**src/rtl/lpc_tgt_pkg.sv**
```systemverilog
package lpc_tgt_pkg;
  localparam int NIB_W = 4;

  typedef enum logic [3:0] {
    ST_IDLE,
    ST_TYPE,
    ST_ADDR,
    ST_WDAT,
    ST_HTA1,
    ST_HTA2,
    ST_SYNC,
    ST_RDAT,
    ST_PTA1,
    ST_PTA2
  } lpc_st_e;

  localparam logic [NIB_W-1:0] NIB_START_IO = 4'b0000;
  localparam logic [NIB_W-1:0] NIB_SYNC_OK  = 4'b0000;
  localparam logic [NIB_W-1:0] NIB_SYNC_ERR = 4'b1010;
  localparam logic [NIB_W-1:0] NIB_HIGH     = 4'b1111;
endpackage

```
**src/rtl/lpc_win_decode.sv**
```systemverilog
module lpc_win_decode #(
  parameter int              ADDR_W = 16,
  parameter logic [ADDR_W-1:0] BASE = '0,
  parameter logic [ADDR_W-1:0] MASK = '1
) (
  input  logic [ADDR_W-1:0] addr,
  output logic              hit
);
  // Only bits set in MASK take part in the comparison.
  assign hit = (((addr ^ BASE) & MASK) == '0);
endmodule

```
**src/rtl/lpc_cycle_fsm.sv**
```systemverilog
module lpc_cycle_fsm
  import lpc_tgt_pkg::*;
#(
  parameter int ADDR_W = 16,
  parameter int DATA_W = 8
) (
  input  logic              clk,
  input  logic              rst_n,
  input  logic              frame_n,
  input  logic [NIB_W-1:0]  lad_in,
  input  logic              win_hit,
  output logic [ADDR_W-1:0] addr_next,
  output lpc_st_e           st,
  output logic [ADDR_W-1:0] reg_addr,
  output logic [DATA_W-1:0] reg_wdata,
  output logic              reg_wr,
  output logic              reg_rd,
  input  logic [DATA_W-1:0] reg_rdata,
  input  logic              reg_err,
  output logic              err_flag,
  output logic [NIB_W-1:0]  rd_nib
);
  localparam int ADDR_NIBS = ADDR_W / NIB_W;
  localparam int DATA_NIBS = DATA_W / NIB_W;
  localparam int MAX_NIBS  = (ADDR_NIBS > DATA_NIBS) ? ADDR_NIBS : DATA_NIBS;
  localparam int CW        = $clog2(MAX_NIBS + 1);
  localparam logic [CW-1:0] ADDR_LAST = CW'(ADDR_NIBS - 1);
  localparam logic [CW-1:0] DATA_LAST = CW'(DATA_NIBS - 1);

  lpc_st_e           st_q;
  logic [CW-1:0]     cnt_q;
  logic              wr_q;
  logic [ADDR_W-1:0] addr_q;
  logic [DATA_W-1:0] wdat_q;
  logic [DATA_W-1:0] rdat_q;
  logic              err_q;

  assign addr_next = {addr_q[ADDR_W-NIB_W-1:0], lad_in};

  always_ff @(posedge clk or negedge rst_n) begin
    if (!rst_n) begin
      st_q   <= ST_IDLE;
      cnt_q  <= '0;
      wr_q   <= 1'b0;
      addr_q <= '0;
      wdat_q <= '0;
      rdat_q <= '0;
      err_q  <= 1'b0;
    end else if (!frame_n) begin
      // A low frame strobe restarts START detection from any state.
      st_q  <= (lad_in == NIB_START_IO) ? ST_TYPE : ST_IDLE;
      cnt_q <= '0;
    end else begin
      unique case (st_q)
        ST_IDLE: st_q <= ST_IDLE;
        ST_TYPE: begin
          if (lad_in[3:2] == 2'b00) begin
            wr_q  <= lad_in[1];
            st_q  <= ST_ADDR;
            cnt_q <= '0;
          end else begin
            st_q <= ST_IDLE;
          end
        end
        ST_ADDR: begin
          addr_q <= addr_next;
          if (cnt_q == ADDR_LAST) begin
            cnt_q <= '0;
            if (!win_hit)  st_q <= ST_IDLE;
            else if (wr_q) st_q <= ST_WDAT;
            else           st_q <= ST_HTA1;
          end else begin
            cnt_q <= cnt_q + 1'b1;
          end
        end
        ST_WDAT: begin
          wdat_q <= {lad_in, wdat_q[DATA_W-1:NIB_W]};
          if (cnt_q == DATA_LAST) begin
            cnt_q <= '0;
            st_q  <= ST_HTA1;
          end else begin
            cnt_q <= cnt_q + 1'b1;
          end
        end
        ST_HTA1: st_q <= ST_HTA2;
        ST_HTA2: begin
          err_q <= reg_err;
          if (!wr_q) rdat_q <= reg_rdata;
          st_q <= ST_SYNC;
        end
        ST_SYNC: begin
          cnt_q <= '0;
          st_q  <= wr_q ? ST_PTA1 : ST_RDAT;
        end
        ST_RDAT: begin
          rdat_q <= rdat_q >> NIB_W;
          if (cnt_q == DATA_LAST) begin
            cnt_q <= '0;
            st_q  <= ST_PTA1;
          end else begin
            cnt_q <= cnt_q + 1'b1;
          end
        end
        ST_PTA1: st_q <= ST_PTA2;
        ST_PTA2: st_q <= ST_IDLE;
        default: st_q <= ST_IDLE;
      endcase
    end
  end

  assign st        = st_q;
  assign reg_addr  = addr_q;
  assign reg_wdata = wdat_q;
  assign reg_wr    = (st_q == ST_HTA1) &&  wr_q;
  assign reg_rd    = (st_q == ST_HTA1) && !wr_q;
  assign err_flag  = err_q;
  assign rd_nib    = rdat_q[NIB_W-1:0];
endmodule

```
**src/rtl/lpc_pad_drive.sv**
```systemverilog
module lpc_pad_drive
  import lpc_tgt_pkg::*;
(
  input  lpc_st_e          st,
  input  logic             err_flag,
  input  logic [NIB_W-1:0] rd_nib,
  output logic [NIB_W-1:0] lad_out,
  output logic             lad_oe,
  output logic             ldrq_n
);
  always_comb begin
    lad_oe  = 1'b0;
    lad_out = '0;
    unique case (st)
      ST_SYNC: begin
        lad_oe  = 1'b1;
        lad_out = err_flag ? NIB_SYNC_ERR : NIB_SYNC_OK;
      end
      ST_RDAT: begin
        lad_oe  = 1'b1;
        lad_out = rd_nib;
      end
      ST_PTA1: begin
        lad_oe  = 1'b1;
        lad_out = NIB_HIGH;
      end
      default: begin
        lad_oe  = 1'b0;
        lad_out = '0;
      end
    endcase
  end

  // No DMA channel is served, so the request stays inactive.
  assign ldrq_n = 1'b1;
endmodule

```
**src/rtl/lpc_io_target.sv**
```systemverilog
module lpc_io_target
  import lpc_tgt_pkg::*;
#(
  parameter int                ADDR_W = 16,
  parameter int                DATA_W = 8,
  parameter logic [ADDR_W-1:0] BASE   = 16'h0300,
  parameter logic [ADDR_W-1:0] MASK   = 16'hFFF0
) (
  input  logic              clk,
  input  logic              rst_n,
  input  logic              frame_n,
  input  logic [3:0]        lad_in,
  output logic [3:0]        lad_out,
  output logic              lad_oe,
  output logic              ldrq_n,
  output logic [ADDR_W-1:0] reg_addr,
  output logic [DATA_W-1:0] reg_wdata,
  output logic              reg_wr,
  output logic              reg_rd,
  input  logic [DATA_W-1:0] reg_rdata,
  input  logic              reg_err
);
  logic [ADDR_W-1:0] addr_next;
  logic              win_hit;
  lpc_st_e           fsm_st;
  logic              err_flag;
  logic [NIB_W-1:0]  rd_nib;

  lpc_win_decode #(.ADDR_W(ADDR_W), .BASE(BASE), .MASK(MASK)) u_dec (
    .addr (addr_next),
    .hit  (win_hit)
  );

  lpc_cycle_fsm #(.ADDR_W(ADDR_W), .DATA_W(DATA_W)) u_fsm (
    .clk       (clk),
    .rst_n     (rst_n),
    .frame_n   (frame_n),
    .lad_in    (lad_in),
    .win_hit   (win_hit),
    .addr_next (addr_next),
    .st        (fsm_st),
    .reg_addr  (reg_addr),
    .reg_wdata (reg_wdata),
    .reg_wr    (reg_wr),
    .reg_rd    (reg_rd),
    .reg_rdata (reg_rdata),
    .reg_err   (reg_err),
    .err_flag  (err_flag),
    .rd_nib    (rd_nib)
  );

  lpc_pad_drive u_pad (
    .st       (fsm_st),
    .err_flag (err_flag),
    .rd_nib   (rd_nib),
    .lad_out  (lad_out),
    .lad_oe   (lad_oe),
    .ldrq_n   (ldrq_n)
  );
endmodule

```
**config.mk**
```make
export PLATFORM = sky130hd
export DESIGN_NAME = lpc_io_target
export DESIGN_NICKNAME = d
export VERILOG_FILES = /design/src/rtl/lpc_tgt_pkg.sv /design/src/rtl/lpc_win_decode.sv /design/src/rtl/lpc_cycle_fsm.sv /design/src/rtl/lpc_pad_drive.sv /design/src/rtl/lpc_io_target.sv
export SDC_FILE = /design/constraint.sdc
export NUM_CORES = 1
export LEC_CHECK = 0
export CAP_MARGIN = 20
export CORE_MARGIN = 2
export CORE_UTILIZATION = 49
export CTS_CLUSTER_SIZE = 25
export DETAILED_ROUTE_END_ITERATION = 10
export PLACE_DENSITY = 0.79
export SYNTH_ARGS = -nofsm -noshare
export SYNTH_HDL_FRONTEND = slang
export SYNTH_SLANG_ARGS = --single-unit
```
**constraint.sdc**
```tcl
create_clock -name clk -period 2 [get_ports clk]
set_input_delay 0.2 -clock clk [delete_from_list [all_inputs] [get_ports clk]]
set_output_delay 0.2 -clock clk [all_outputs]
set_load 0.03 [all_outputs]
```
# == Word-level counts from Yosys, hierarchy flattened ==
# Cells that the tools add are included.
# classes
add_sub_neg,1
multipliers,0
n_div,0
n_lt_le_gt_ge,0
n_eq_ne,16
shifts,0
n_mux,20
bitwise,1
reduce_logical,16
# ops
operator,n
4-bit one-hot mux with 8 select lines,1
4-bit 2-to-1 mux,7
4-bit by 3-bit equality test with 1-bit output (second input constant),4
16-bit logical NOT,1
8-bit one-hot mux with 2 select lines,1
3-bit 2-to-1 mux,5
3-bit by 2-bit != test with 1-bit output (second input constant),4
3-bit one-hot mux with 4 select lines,1
4-bit one-hot mux with 3 select lines,1
3-bit AND reduction,3
4-bit by 2-bit equality test with 1-bit output (second input constant),2
8-bit 2-to-1 mux,1
2-bit AND reduction,4
5-bit by 2-bit != test with 1-bit output (second input constant),1
4-bit by 1-bit equality test with 1-bit output (second input constant),1
4-bit equality test (second input constant),1
4-bit logical NOT,1
3-bit by 1-bit adder with 3-bit output (second input constant),1
3-bit by 1-bit equality test with 1-bit output (second input constant),1
3-bit by 2-bit equality test with 1-bit output (second input constant),1
3-bit OR reduction,1
1-bit logical AND,2
2-bit logical NOT,1
1-bit 2-to-1 mux,2
other kinds (6),6
# totals
reg_bits,41
latchBits,0
ram_bits,0
rom_bits,0
in_bits,16
out_inout_bits,32
wordCells,61
mem_count,0

# == Logic depth before layout (Yosys ltp) ==
# logic_depth
ltp_word,6
depth_mapped,6

# == Hierarchy ==
# From an unflattened synthesis, not the netlist that was laid out.
# unflattened
hier_cells,204
hier_area_um2,2299.7
# by_module_without_submodules
mod,instances,cells_per_inst,area_per_inst_um2,seq_area_each_um2
lpc_cycle_fsm,1,187,2172.1,1026.0
lpc_pad_drive,1,13,97.6,0.0
lpc_win_decode,1,4,30.0,0.0

# == Worst setup path after synthesis ==
# OpenSTA, ideal clock, no wires.
# synth_path
path_type,reg2out
from,"register u_fsm.st_q[3], in the netlist u_fsm.st[3]"
to,output reg_rd
t_arrival_ps,1504
required_ps,1800
slack_ps,296
stages_incl_launch_ff,4
n_path_buf,1
cell_sequence,dfrtp_1 > buf_2 > nand2b_1 > nor3_1
# synth_between
elab_chain_cells,2
# synth_rtl
element,line_no,text
start: declaration,lpc_cycle_fsm.sv:30,lpc_st_e st_q;
start signal: assignment,lpc_cycle_fsm.sv:51,st_q <= (lad_in == NIB_START_IO) ? ST_TYPE : ST_IDLE;
start signal: assignment,lpc_cycle_fsm.sv:93,st_q <= wr_q ? ST_PTA1 : ST_RDAT;
4-bit by 3-bit equality test with 1-bit output,lpc_cycle_fsm.sv:115,assign reg_rd = (st_q == ST_HTA1) && !wr_q;
1-bit logical AND,lpc_cycle_fsm.sv:115,
end: declaration,lpc_io_target.sv:19,"output logic reg_rd,"
# No other way between the ends.

# == Worst setup path after layout ==
# layout_path
from,"register u_fsm.st_q[3], in the netlist u_fsm.st[3]"
to,output lad_out[3]
# layout_between
elab_chain_cells,2
# layout_rtl
element,line_no,text
4-bit equality test / 4-bit by 3-bit equality test with 1-bit output (equally long branches),lpc_pad_drive.sv:14,unique case (st)
4-bit one-hot mux with 3 select lines *,lpc_pad_drive.sv:14,
end: declaration,lpc_io_target.sv:13,"output logic [3:0] lad_out,"
# Every way passes the cells marked *; elsewhere a longest branch is shown, timed or not.

==> results.md <==
* Run status: finished, final reports clean
* Fraction of power spent switching nets at between 20% and 30%
* Antenna diode count at 0
* Buffer and inverter count on the worst path at 3
* Worst-path cell chain: buf_4, buf_4, nor3b_1, a31oi_1, nor2_1, a21o_1, buf_4
* CP top delay family: buffers and inverters
* Mean instance size in the synthesized netlist at around 12 µm²
* Die Outline Area at approximately 4700 µm²
* Synth top area cells: sky130_fd_sc_hd__dfrtp_1, sky130_fd_sc_hd__mux2_2, sky130_fd_sc_hd__mux2_1
* Clock-pin slew of the registers on the worst-case setup and hold paths at about 0.08 ns
* Flip-flop and latch count after synthesis at 41
* Worst Skew at between 0.008 and 0.009 ns
* Largest net degree at the start of global routing at 42
* DP HPWL at 3.404 mm
* Slew @ Worst Pin at just under 0.9 ns
* Count of final hold-check violations at 0
* # clock sinks at 41
* Total length of routed wires at about 4.6 mm
* Register area share after synthesis at 50.49%
* DRT iter0 DRCs at 58
* Wire length per cell at 16.41 µm
* First-pass iteration count of the detailed router at 4
* Library cell with the largest summed area after synthesis: sky130_fd_sc_hd__dfrtp_1
* Most numerous cell on the critical path: sky130_fd_sc_hd__buf_4
* Fraction of layout cells with a size suffix above 1 at 22.27%
* Count of endpoints failing setup in the final report at 0
* Post-Synthesis Cells at 175
* Net switching power figure at approximately 320 µW
* Max stage delay cell, worst path: sky130_fd_sc_hd__dfrtp_2
* Achievable frequency at 0.5196 GHz
* Area growth from synthesis to final layout at 31.47%
* Vias in the first global route at 1553
* Synth warnings at 0
* Worst min path class: in -> async
* Boundary pin count at 48
* Cell-internal power at between 1 and 1.5 mW
* Core occupancy in the finished layout at 66.78%
* Inserted Clock Buffers at 5
* Wire length of the first global-routing pass at 7.665 mm
* Width of the die at 68.40 µm
* Max-slew headroom at the worst pin at 40.80%
* Kind of start point of the critical path: flip-flop
* Kind of critical path: reg -> out
* Peak per-stage delay on the critical path at around 0.43 ns
* Leakage at 1.270 nW
* Starting Density at 50.80%
* Number of maximum-capacitance violations at 0
* Antenna-violating nets left at 0
* Power Total at 1.454 mW
* Count of pins over their slew limit at 0
* Proportion of power drawn by combinational gates at approximately 4.3%
* Arrival time at the worst endpoint at 1.72 ns
* Count of cell types in the netlist at 50
* Unrepaired setup endpoints after global routing: no
* Setup TNS at 0 ns
* Part of the cycle the worst path needs at between 90 and 100%
* All-layer global routing usage at 22.39%
* Sequential share of power at a little under three fifths
* Clock share of power at 38.7%
* DRC errors left at 0
* Most used flip-flop cell after synthesis: sky130_fd_sc_hd__dfrtp_1
* Worst Path Required at 1.80 ns
* Worst voltage drop across the vdd grid at roughly 0.56 mV
* Worst hold slack across all endpoints at 0.01554 ns
* Filler Cells Inserted at 312
* Final net count at 248
* Vertical die dimension at 68.40 µm
* Final estimated routing congestion in global placement at 0.8633
* Via/cell ratio at 5.602
* Detailed-route via count at about 1600
* Reg-to-Reg Start: u_fsm.st[3]
* Cell Area, Synth at 2032 µm²
* CP Launch Point: u_fsm.st[3]
* Share of Yosys cell area claimed by the top area cell type at 50.49%
* Clock root cell: sky130_fd_sc_hd__clkbuf_8
* FP Rows at 23
* Syn_nets at 195
* Source-to-sink clock delay at the later pin of the worst-skew pair at 0.30 ns
* Number of enable flip-flop cells after synthesis at 0
* Tmin final at 1.925 ns
* Fraction of synthesis flops using an asynchronous set or reset pin at 100.0%
* Core Box Area at 4000 µm²
* Remaining global-route overflow at 0
* CTS tree: done
* PwrDens at 544.4 nW/µm²
* Buffers from clock root to sink, at most at 2
* Highest net fanout along the worst path at 6
* Number of antenna violations at the first check in global routing at 0
* Depth of the CTS H-tree at 2
* Port Buffers at 46
* Critical Path End Type: output port
## cells by family (layout without fill, tap and decap cells)
logic type,count (synthesis),count (layout),synth area share (%)
flip-flops,41,41,50.49
XOR/XNOR,1,1,0.4311
adder cells (fa/ha/maj),4,4,2.463
AND/OR/NAND/NOR,50,50,14.47
AO/OA/AOI/OAI,30,30,11.58
other,1,1,0.1846
buffers and inverters,17,71,3.509
multiplexers,31,31,16.87
## timing repair
item	in CTS	in global routing
setup buffers	0	1
gates resized for setup	2	4
pin swaps	0	1
hold endpoints to repair	0	0
endpoints found under the setup margin	2	5
hold buffers	0	0
## cell usage after synthesis, types with 2 or more instances
library cell and n:
sky130_fd_sc_hd__dfrtp_1 41, sky130_fd_sc_hd__nand2_1 12, sky130_fd_sc_hd__a22oi_1 2, sky130_fd_sc_hd__a22o_1 4
sky130_fd_sc_hd__and3_1 2, sky130_fd_sc_hd__nor2b_1 6, sky130_fd_sc_hd__a21oi_1 2, sky130_fd_sc_hd__mux2_1 9
sky130_fd_sc_hd__clkbuf_1 5, sky130_fd_sc_hd__mux2i_1 5, sky130_fd_sc_hd__buf_2 3, sky130_fd_sc_hd__o21ai_0 2
sky130_fd_sc_hd__nor2_1 5, sky130_fd_sc_hd__ha_1 4, sky130_fd_sc_hd__mux2_2 17, sky130_fd_sc_hd__nor3_1 4
sky130_fd_sc_hd__a221oi_1 2, sky130_fd_sc_hd__nor4_1 3, sky130_fd_sc_hd__nand4_1 2, sky130_fd_sc_hd__inv_1 6
sky130_fd_sc_hd__a21o_1 2, sky130_fd_sc_hd__nand2b_1 2, sky130_fd_sc_hd__nand3_1 2, sky130_fd_sc_hd__o21ai_1 7
## metal layers
metal / up-vias / share of wire [%] / global-route usage, %
li1: 742 / - / -
met1: 783 / 43 / 29.76
met2: 33 / 52 / 36.30
met3: 5 / 3.6 / 4.770
met4: 0 / 1.4 / 7.500
met5: - / 0 / 0
## worst reg2reg max path, delay by kind of cell (launching register included)
kind / cells / cell delay, ns
AND/OR/NAND/NOR: 1 / 0.49
AO/OA/AOI/OAI: 3 / 0.65
flip-flops: 1 / 0.43
buffers and inverters: 1 / 0.16
## power by group through the flow
stage	sequential [mW]	combinational (mW)	clock, mW
2_1_floorplan	0.845	0.0138	0
3_3_place_gp	0.845	0.0615	0
3_5_place_dp	0.845	0.0632	0
4_1_cts	0.829	0.0633	0.576
5_1_grt	0.829	0.0687	0.608
6_report	0.829	0.0621	0.563
## final cells by class
type                            instances  area, µm²  share of cell area (%)
Sequential cell                        41       1028                   38.50
Multi-Input combinational cell        117      942.2                   35.27
Timing Repair Buffer                   56      515.5                   19.30
Clock buffer                            6      82.58                   3.091
Tap cell                               50      62.56                   2.342
Inverter                                7      26.28                  0.9836
Clock inverter                          2      13.76                  0.5152
## cells in the final DEF, fill, tap and decap left out, drive strengths merged, types with 6 or more instances in the layout
| cell type | instances |
|---|---|
| buf | 16 |
| clkbuf | 6 |
| clkdlybuf4s50 | 38 |
| dfrtp | 41 |
| inv | 7 |
| mux2 | 26 |
| nand2 | 12 |
| nor2 | 6 |
| nor2b | 6 |
| o21ai | 9 |
## sequential cells by signal, summed over array words and instances, names as in the netlist
register	flops
u_fsm.reg_addr	16
u_fsm.rdat_q	8
u_fsm.reg_wdata	8
u_fsm.st	4
u_fsm.cnt_q	3
u_fsm.err_flag	1
u_fsm.wr_q	1
## path summary, 6_finish.rpt
path | endpoint | slack, ns | cells after the start
setup / recovery | lad_out[3] | 0.08 | 7
max in group asynchronous | u_fsm.st[2] | 1.35 | 1
hold reg to reg | u_fsm.rdat_q[1] | 0.49 | 2
setup reg to reg | u_fsm.st[0] | 0.18 | 5
min in group clk | u_fsm.rdat_q[1] | 0.49 | 2
hold / removal | u_fsm.reg_wdata[4] | 0.02 | 1
## through the flow
| step | setup slack [ns] | area (µm²) | std cells |
|---|---|---|---|
| global placement | 0.2305 | 2560 | 270 |
| finish | 0.07540 | 2671 | 279 |
| floorplan | 0.2961 | 2032 | 175 |
| detailed placement | 0.1967 | 2560 | 270 |
| CTS | 0.03695 | 2654 | 278 |
| global route | 0.002090 | 2671 | 279 |
No activity file was read; power rests on OpenSTA's default activity.
